==> config.mk <==
export PLATFORM = sky130hd
export DESIGN_NAME = pipe5_core
export DESIGN_NICKNAME = d
export VERILOG_FILES = /design/src/rtl/pipe5_pkg.sv /design/src/rtl/p5_regbank.sv /design/src/rtl/p5_decode.sv /design/src/rtl/p5_execute.sv /design/src/rtl/pipe5_core.sv
export SDC_FILE = /design/constraint.sdc
export NUM_CORES = 2
export LEC_CHECK = 0
export BUFFER_PORTS_ARGS = -buffer_cell sky130_fd_sc_hd__buf_2
export CORE_MARGIN = 5
export CORE_UTILIZATION = 40
export CTS_CLUSTER_DIAMETER = 50
export DETAILED_ROUTE_END_ITERATION = 12
export GPL_ROUTABILITY_DRIVEN = 0
export GPL_TIMING_DRIVEN = 1
export HOLD_SLACK_MARGIN = 0.1
export SLEW_MARGIN = 20
export SYNTH_ARGS = -nofsm -noshare
export SYNTH_HDL_FRONTEND = slang
export SYNTH_SLANG_ARGS = --single-unit
==> constraint.sdc <==
create_clock -name clk -period 4.4 [get_ports clk]
set_input_delay 0.88 -clock clk [delete_from_list [all_inputs] [get_ports clk]]
set_output_delay 0.88 -clock clk [all_outputs]
set_load 0.01 [all_outputs]
==> src/rtl/pipe5_pkg.sv <==
`timescale 1ns/1ps
package pipe5_pkg;

    localparam int XLEN = 32;
    localparam int NREG = 32;
    localparam int RIDX = $clog2(NREG);
    localparam int OPW  = 6;
    localparam int IMMW = 16;
    localparam int JFW  = 26;
    localparam int PGW  = XLEN - JFW - 2;   // page bits kept from the sequential PC

    localparam logic [OPW-1:0] OPC_RTYPE = 6'b000000;
    localparam logic [OPW-1:0] OPC_ADDI  = 6'b001000;
    localparam logic [OPW-1:0] OPC_LW    = 6'b100011;
    localparam logic [OPW-1:0] OPC_SW    = 6'b101011;
    localparam logic [OPW-1:0] OPC_JMP   = 6'b000010;
    localparam logic [OPW-1:0] OPC_BZ    = 6'b000100;
    localparam logic [5:0]     FN_ADD    = 6'b100000;

    typedef enum logic [2:0] {
        K_NOP,
        K_ADD,
        K_ADDI,
        K_LW,
        K_SW,
        K_JMP,
        K_BZ
    } kind_t;

    // decode -> execute
    typedef struct packed {
        kind_t            kind;
        logic [XLEN-1:0]  a;
        logic [XLEN-1:0]  b;
        logic [XLEN-1:0]  imm;
        logic [RIDX-1:0]  dst;
        logic [XLEN-1:0]  pc4;
        logic [JFW-1:0]   jfield;
    } dx_t;

    // execute -> memory
    typedef struct packed {
        kind_t            kind;
        logic [XLEN-1:0]  res;
        logic [XLEN-1:0]  sdata;
        logic [RIDX-1:0]  dst;
        logic             wen;
    } xm_t;

    // memory -> writeback
    typedef struct packed {
        logic             wen;
        logic [RIDX-1:0]  dst;
        logic [XLEN-1:0]  res;
    } mw_t;

    localparam dx_t DX_BUBBLE = '{kind: K_NOP, default: '0};
    localparam xm_t XM_BUBBLE = '{kind: K_NOP, default: '0};
    localparam mw_t MW_BUBBLE = '{default: '0};

    function automatic logic [XLEN-1:0] sext_imm(input logic [IMMW-1:0] v);
        return {{(XLEN-IMMW){v[IMMW-1]}}, v};
    endfunction

    function automatic logic [XLEN-1:0] jump_dest(input logic [XLEN-1:0] pc4,
                                                  input logic [JFW-1:0]  f);
        return {pc4[XLEN-1 -: PGW], f, 2'b00};
    endfunction

    function automatic logic [XLEN-1:0] branch_dest(input logic [XLEN-1:0] pc4,
                                                    input logic [XLEN-1:0] imm);
        return pc4 + {imm[XLEN-3:0], 2'b00};
    endfunction

endpackage

==> src/rtl/p5_regbank.sv <==
`timescale 1ns/1ps
module p5_regbank #(
    parameter int W = 32,
    parameter int N = 32,
    localparam int AW = $clog2(N)
) (
    input  logic          clk,
    input  logic          rst,
    input  logic [AW-1:0] ra_idx,
    input  logic [AW-1:0] rb_idx,
    output logic [W-1:0]  ra_data,
    output logic [W-1:0]  rb_data,
    input  logic          we,
    input  logic [AW-1:0] wa,
    input  logic [W-1:0]  wd
);

    logic [N*W-1:0] flat;

    generate
        for (genvar g = 0; g < N; g++) begin : g_cell
            if (g == 0) begin : g_zero
                assign flat[g*W +: W] = '0;
            end else begin : g_store
                logic [W-1:0] q;
                always_ff @(posedge clk) begin
                    if (rst) begin
                        q <= '0;
                    end else if (we && wa == AW'(g)) begin
                        q <= wd;
                    end
                end
                assign flat[g*W +: W] = q;
            end
        end
    endgenerate

    // same-cycle write is visible to the reader; index 0 never bypasses
    logic hit_a, hit_b;
    assign hit_a = we && (wa == ra_idx) && (ra_idx != '0);
    assign hit_b = we && (wa == rb_idx) && (rb_idx != '0);

    assign ra_data = hit_a ? wd : flat[ra_idx*W +: W];
    assign rb_data = hit_b ? wd : flat[rb_idx*W +: W];

endmodule

==> src/rtl/p5_decode.sv <==
`timescale 1ns/1ps
module p5_decode
    import pipe5_pkg::*;
(
    input  logic             valid,
    input  logic [XLEN-1:0]  instr,
    input  logic [XLEN-1:0]  pc4,
    input  logic [XLEN-1:0]  a_val,
    input  logic [XLEN-1:0]  b_val,
    output logic [RIDX-1:0]  rs_idx,
    output logic [RIDX-1:0]  rt_idx,
    output dx_t              dx
);

    logic [OPW-1:0]  op;
    logic [RIDX-1:0] rd_f;
    logic [4:0]      sh_f;
    logic [5:0]      fn_f;

    assign op     = instr[31:26];
    assign rs_idx = instr[25:21];
    assign rt_idx = instr[20:16];
    assign rd_f   = instr[15:11];
    assign sh_f   = instr[10:6];
    assign fn_f   = instr[5:0];

    always_comb begin
        dx        = DX_BUBBLE;
        dx.a      = a_val;
        dx.b      = b_val;
        dx.imm    = sext_imm(instr[IMMW-1:0]);
        dx.pc4    = pc4;
        dx.jfield = instr[JFW-1:0];
        if (valid) begin
            case (op)
                OPC_RTYPE: begin
                    if (fn_f == FN_ADD && sh_f == '0) begin
                        dx.kind = K_ADD;
                        dx.dst  = rd_f;
                    end
                end
                OPC_ADDI: begin
                    dx.kind = K_ADDI;
                    dx.dst  = rt_idx;
                end
                OPC_LW: begin
                    dx.kind = K_LW;
                    dx.dst  = rt_idx;
                end
                OPC_SW:  dx.kind = K_SW;
                OPC_JMP: dx.kind = K_JMP;
                OPC_BZ: begin
                    if (rt_idx == '0) dx.kind = K_BZ;
                end
                default: dx.kind = K_NOP;
            endcase
        end
    end

endmodule

==> src/rtl/p5_execute.sv <==
`timescale 1ns/1ps
module p5_execute
    import pipe5_pkg::*;
(
    input  dx_t              dx,
    output xm_t              xm,
    output logic             redir,
    output logic [XLEN-1:0]  redir_pc
);

    logic [XLEN-1:0] opnd_b;
    logic            writes;
    logic            zero_a;

    assign opnd_b = (dx.kind == K_ADD) ? dx.b : dx.imm;
    assign writes = (dx.kind == K_ADD) || (dx.kind == K_ADDI) || (dx.kind == K_LW);
    assign zero_a = (dx.a == '0);

    always_comb begin
        xm.kind  = dx.kind;
        xm.res   = dx.a + opnd_b;
        xm.sdata = dx.b;
        xm.dst   = dx.dst;
        xm.wen   = writes && (dx.dst != '0);
    end

    // the zero test sits beside the adder, not behind it
    assign redir    = (dx.kind == K_JMP) || ((dx.kind == K_BZ) && zero_a);
    assign redir_pc = (dx.kind == K_JMP) ? jump_dest(dx.pc4, dx.jfield)
                                         : branch_dest(dx.pc4, dx.imm);

endmodule

==> src/rtl/pipe5_core.sv <==
`timescale 1ns/1ps
module pipe5_core
    import pipe5_pkg::*;
#(
    parameter logic [XLEN-1:0] RESET_PC = '0
) (
    input  logic             clk,
    input  logic             rst,
    output logic [XLEN-1:0]  imem_addr,
    input  logic [XLEN-1:0]  imem_rdata,
    output logic [XLEN-1:0]  dmem_addr,
    output logic [XLEN-1:0]  dmem_wdata,
    input  logic [XLEN-1:0]  dmem_rdata,
    output logic             dmem_we
);

    localparam logic [XLEN-1:0] STEP = XLEN'(4);

    // fetch state
    logic [XLEN-1:0] pc;
    logic [XLEN-1:0] pc_seq;
    logic            if_valid;
    logic [XLEN-1:0] if_pc4;

    // stage registers
    dx_t dx_q, dx_d;
    xm_t xm_q, xm_d;
    mw_t mw_q, mw_d;

    // register bank wiring
    logic [RIDX-1:0] rs_idx, rt_idx;
    logic [XLEN-1:0] rs_val, rt_val;

    // control transfer from execute
    logic            redir;
    logic [XLEN-1:0] redir_pc;

    assign pc_seq    = pc + STEP;
    assign imem_addr = pc;

    always_ff @(posedge clk) begin
        if (rst) begin
            pc       <= RESET_PC;
            if_valid <= 1'b0;
            if_pc4   <= '0;
        end else begin
            pc       <= redir ? redir_pc : pc_seq;
            if_valid <= 1'b1;
            if_pc4   <= pc_seq;
        end
    end

    p5_regbank #(
        .W (XLEN),
        .N (NREG)
    ) u_rf (
        .clk     (clk),
        .rst     (rst),
        .ra_idx  (rs_idx),
        .rb_idx  (rt_idx),
        .ra_data (rs_val),
        .rb_data (rt_val),
        .we      (mw_q.wen),
        .wa      (mw_q.dst),
        .wd      (mw_q.res)
    );

    p5_decode u_dec (
        .valid  (if_valid),
        .instr  (imem_rdata),
        .pc4    (if_pc4),
        .a_val  (rs_val),
        .b_val  (rt_val),
        .rs_idx (rs_idx),
        .rt_idx (rt_idx),
        .dx     (dx_d)
    );

    p5_execute u_ex (
        .dx       (dx_q),
        .xm       (xm_d),
        .redir    (redir),
        .redir_pc (redir_pc)
    );

    // memory stage
    assign dmem_addr  = xm_q.res;
    assign dmem_wdata = xm_q.sdata;
    assign dmem_we    = (xm_q.kind == K_SW);

    always_comb begin
        mw_d.wen = xm_q.wen;
        mw_d.dst = xm_q.dst;
        mw_d.res = (xm_q.kind == K_LW) ? dmem_rdata : xm_q.res;
    end

    always_ff @(posedge clk) begin
        if (rst) begin
            dx_q <= DX_BUBBLE;
            xm_q <= XM_BUBBLE;
            mw_q <= MW_BUBBLE;
        end else begin
            dx_q <= dx_d;
            xm_q <= xm_d;
            mw_q <= mw_d;
        end
    end

endmodule

After elaboration in Yosys (flattened, before gate mapping)
Index checks and enable logic that the tools add are counted.
- bitwise operators: 1
- mux-type cells: 12
- add/sub/neg operators: 3
- reduce and logical (&&, ||, !) cells: 50
- eq/ne operators: 46
- shift operators: 2
- operator list (kind ; count):
    indexed part select 1024 x 11 -> 32 bit ; 2
    2-to-1 mux 32 bit ; 6
    == test 5 bit, second input constant ; 16
    adder 32 bit ; 2
    == test 5 x 4 -> 1 bit, second input constant ; 8
    logical AND 1 bit ; 38
    adder 32 x 3 -> 32 bit, second input constant ; 1
    logical NOT 32 bit ; 1
    == test 5 x 3 -> 1 bit, second input constant ; 4
    == test 6 bit, second input constant ; 3
    one-hot mux 3 bit (6 select lines) ; 1
    nonzero test 5 bit ; 3
    == test 5 x 2 -> 1 bit, second input constant ; 2
    == test 5 bit ; 2
    logical NOT 5 bit ; 2
    one-hot mux 5 bit (2 select lines) ; 1
    == test 3 x 2 -> 1 bit, second input constant ; 3
    == test 3 bit, second input constant ; 3
    == test 6 x 2 -> 1 bit, second input constant ; 1
    == test 6 x 3 -> 1 bit, second input constant ; 1
    == test 6 x 4 -> 1 bit, second input constant ; 1
    logical NOT 6 bit ; 1
    == test 5 x 1 -> 1 bit, second input constant ; 1
    2-to-1 mux 5 bit ; 1
    6 further kinds ; 10
- register bits: 1314
- output and inout bits: 97
- input bits: 66

Longest topological paths before layout
- depth in word-level cells: 4
- depth in mapped cells: 14

Modules after synthesis
From an unflattened synthesis, not the netlist that was laid out.
- cells, all modules: 7813
- area, all modules: 67516.0 um^2
- by module, submodules not included (module ; cells each ; area an instance (um^2) ; instances ; sequential area each (um^2)):
    p5_regbank ; 5988 ; 50918.8 ; 1 ; 19859.0
    pipe5_core ; 988 ; 10543.9 ; 1 ; 6766.5
    p5_execute ; 633 ; 4558.1 ; 1 ; 0.0
    p5_decode ; 204 ; 1495.2 ; 1 ; 0.0

Worst setup path after synthesis
Ideal clock, no wire load.
- kind: flip-flop to flip-flop
- start: register dx_q[159] (netlist bit)
- end: register xm_q, in the netlist dmem_addr[28]
- arrival time: 3.564 ns
- buffers on the path: 1
- setup time: 0.121 ns
- path slack: 0.716 ns
- stages on the path, launching flop included: 13
- cells stage by stage: dfxtp_1 -> nor3b_1 -> clkbuf_1 -> mux2_2 -> fa_1 -> a211oi_1 -> o21ai_0 -> nand4_1 -> nand3_1 -> a21oi_1 -> o211ai_1 -> o21ai_1 -> mux2_2
- cells in the longest elaborated chain, start to end: 3
- RTL lines (what ; line ; source):
    start: declaration ; pipe5_core.sv:26 ; dx_t dx_q, dx_d;
    start signal: assignment ; pipe5_core.sv:99 ; dx_q <= DX_BUBBLE;
    start signal: assignment ; pipe5_core.sv:103 ; dx_q <= dx_d;
    == test 3 x 1 -> 1 bit ; p5_execute.sv:15 ; assign opnd_b = (dx.kind == K_ADD) ? dx.b : dx.imm;
    2-to-1 mux 32 bit ; p5_execute.sv:15 ;
    adder 32 bit ; p5_execute.sv:21 ; xm.res = dx.a + opnd_b;
    end signal: assignment ; pipe5_core.sv:104 ; xm_q <= xm_d;
    end: declaration ; pipe5_core.sv:27 ; xm_t xm_q, xm_d;
Every way passes these cells.
A chain may end at the register's enable or synchronous reset.

Worst setup path after layout
Same ends and word-level chain as after synthesis.

==> impl_metrics.json <==
{
  "status": "finished, final reports clean",
  "met3_usage": 0.0706,
  "clk_latency_ns": 0.79,
  "worst_ep_arrival_time_ns": 4.72,
  "crit_path_frequent_cell": "mux2_2",
  "nFillCells": 14982,
  "cts_resized": 0,
  "ys.warnings.count": 0,
  "wl_per_cell_um": 26.2,
  "synth_adder_area_share": 0.0131,
  "cp.required_ns": 5.07,
  "post-cts-setup-buffers": 0,
  "clock_tree.buffer_depth": 3,
  "cp-end-kind": "register",
  "ctsHoldBuffers": 0,
  "synth-simple-area-share": 0.171,
  "syn_nets": 7277,
  "slew_headroom": 0.203,
  "crit_type": "reg2reg",
  "critPathMaxStageDelay_ns": 0.43,
  "grt_use_total": 0.273,
  "fin_tns_setup_ns": 0,
  "start_util": 0.404,
  "utilization": 0.454,
  "final-setup-viol-count": 0,
  "yosysSeqAreaShare": 0.406,
  "synthMuxAreaShare": 0.219,
  "clock-sinks": 1298,
  "port_buffers": 162,
  "grt_setup_unrepaired": "false",
  "power_density_nw_per_um2": 375,
  "critPathSlowestCell": "fa_1",
  "synth_edf_count": 0,
  "synth_top_area_frac": 0.406,
  "p_leak_nw": 24.7,
  "synth_xor_area_frac": 0.0112,
  "fin_nets": 7045,
  "post_dp_cell_area_um2": 66600,
  "synth_area_per_cell_um2": 8.97,
  "synthFlopType": "dfxtp_1",
  "vias_per_cell": 6.05,
  "path_cells": "nor3b_2 -> buf_4 -> mux2_2 -> fa_1 -> a211oi_1 -> o21ai_0 -> nand4_1 -> nand3_1 -> a21oi_1 -> o211ai_1 -> o21ai_1 -> mux2_2",
  "synth_top_family_by_area": "multiplexers",
  "yosys.area.top_type": "dfxtp_1",
  "grt_pass1_wl_um": 348000,
  "dp_hpwl_um": 144000,
  "num_vias": 55171,
  "irDropWorstVdd_mv": 0.292,
  "die_area_um2": 168000,
  "drive_gt1_frac": 0.190,
  "antenna_found_initial": 4,
  "holdCritPathClass": "in2reg",
  "htreeDepth": 4,
  "core_um2": 159000,
  "skew_ns": 0.0238,
  "gr-total-overflow": 0,
  "area_growth_pct": 12.4,
  "grt_use_met2": 0.427,
  "synth_area_um2": 64100,
  "io_pins": 163,
  "cap_violations": 0,
  "syn_inst": 7146,
  "first_iter_violations": 7394,
  "first_global_vias": 52463,
  "drt-pass1-iter-count": 6,
  "clock.fmax_mhz": 247,
  "row_count": 146,
  "wl_um": 239000,
  "hold_viol_final": 0,
  "synth_compound_area_frac": 0.128,
  "cp_max_fo": 32,
  "drc": 0,
  "fin_crit_ns": 4.05,
  "synth.distinct_cells": 76,
  "die-height_um": 410,
  "ys_ff_latch": 1298,
  "async_flop_share": 0,
  "die_x_um": 410,
  "grt_max_degree": 166,
  "synth_area_leaders": "dfxtp_1, mux4_2, nand2_1",
  "fin_area_um2": 72000,
  "top_usage_layer": "met2",
  "gr-usage-met1": 0.363,
  "cts_buffers": 154,
  "maxSlewViolCount": 0,
  "worst_pin_slew_ns": 1.19,
  "cts_tree": "done",
  "whs_ns": 0.331,
  "root_buffer": "clkbuf_16",
  "p_total_mw": 27.0,
  "fin_crit_sh": 0.921,
  "start_kind": "register",
  "clkSlewWorstSetupHoldPaths_ns": 0.06,
  "ant_nets": 0
}
## logic make-up after synthesis
kind of cell,count (synthesis)
XOR/XNOR,82
flip-flops,1298
adder cells (fa/ha/maj),66
multiplexers,722
AO/OA/AOI/OAI,1480
AND/OR/NAND/NOR,2733
buffers and inverters,765
## per-layer routing
metal,vias up,routed length [um],part of all wire
met4,0,10700,0.045
met2,3308,107000,0.45
met3,647,28200,0.12
met5,-,0,0
li1,24270,-,-
met1,26946,92800,0.39
## critical path: cells and delay by family (launching register included)
| kind | cells | cell delay (ns) |
|---|---|---|
| compound gates | 5 | 1.37 |
| mux | 2 | 0.75 |
| simple gates | 3 | 0.62 |
| fa+ha+maj | 1 | 0.43 |
| flops | 1 | 0.38 |
| buf+inv | 1 | 0.38 |
## flip-flops by register name, indices dropped and copies added (netlist names)
signal                 count
u_rf.g_cell.g_store.q    992
if_valid                   1
mw_d                       6
imem_addr                 32
mw_q                      38
dmem_wdata                32
xm_q                       3
if_pc4                    32
dmem_addr                 32
dx_q                     130
## cells in the mapped netlist, types with 9 or more instances
| master | count |
|---|---|
| nor3_1 | 46 |
| nand3_1 | 31 |
| o22ai_1 | 23 |
| buf_2 | 70 |
| xor2_1 | 38 |
| nor2_1 | 305 |
| a22o_1 | 64 |
| nor2b_1 | 120 |
| mux4_2 | 537 |
| inv_1 | 17 |
| ha_1 | 63 |
| buf_4 | 77 |
| nor4_1 | 17 |
| o21ai_0 | 46 |
| and3_1 | 15 |
| xnor2_1 | 44 |
| buf_1 | 31 |
| a221oi_1 | 13 |
| dfxtp_1 | 1298 |
| clkbuf_1 | 536 |
| mux2i_1 | 104 |
| clkbuf_2 | 31 |
| nand4_1 | 14 |
| nand2_1 | 2135 |
| a21oi_1 | 1176 |
| a21o_1 | 45 |
| a211oi_1 | 31 |
| mux2_2 | 81 |
| a31oi_1 | 9 |
| a22oi_1 | 16 |
## power by group
part | internal (mW) | switching [mW] | leakage, nW | total [mW]
combinational | 0.494 | 1.03 | 11.6 | 1.52
sequential | 11.8 | 0.0722 | 10.5 | 11.9
clock | 8.21 | 5.41 | 2.65 | 13.6
## per-stage QoR
| step | instances | setup slack [ns] |
|---|---|---|
| final | 9117 | 0.347 |
| after global routing | 9112 | 0.0901 |
| after CTS | 9112 | 0.372 |
| after detailed placement | 8830 | 0.413 |
| after global placement | 8830 | 0.360 |
| after floorplan | 7146 | 0.716 |
## layout by cell type, fill, tap and decap left out, drive strengths merged, types with 32 or more instances in the layout
cell type,netlist,layout
mux2,81,81
buf,181,358
dfxtp,1298,1298
a21oi,1179,1179
o21ai,50,50
xnor2,44,44
ha,63,63
a22o,64,64
nor2,305,305
mux2i,104,104
xor2,38,38
nand2,2136,2136
mux4,537,537
a211oi,33,33
a21o,47,47
nor2b,120,120
clkbuf,567,208
nor3,47,47
clkinv,0,32
## cell type report
class | count | area [um^2] | area share
diodes | 5 | 12.5 | 0.000174
clock buffers | 206 | 4450 | 0.0618
clock inverters | 76 | 991 | 0.0138
inverters | 17 | 63.8 | 0.000886
multi-input cells | 5083 | 35100 | 0.487
flip-flops and latches | 1298 | 26000 | 0.361
well taps | 2072 | 2590 | 0.0360
repair buffers | 360 | 2820 | 0.0391
## worst paths after layout
path,start,to,slack [ns],depth (start not counted)
worst min register to register,if_pc4[19]$_SDFF_PP0_,dx_q[45]$_SDFF_PP0_,0.43,1
worst min-delay path,dmem_rdata[20],mw_q[20]$_SDFF_PP0_,0.33,3
worst max register to register,dx_q[159]$_SDFF_PP0_,dmem_addr[28]$_SDFF_PP0_,0.35,12
worst max-delay path,dx_q[159]$_SDFF_PP0_,dmem_addr[28]$_SDFF_PP0_,0.35,12
(Power assumes the default switching activity.)
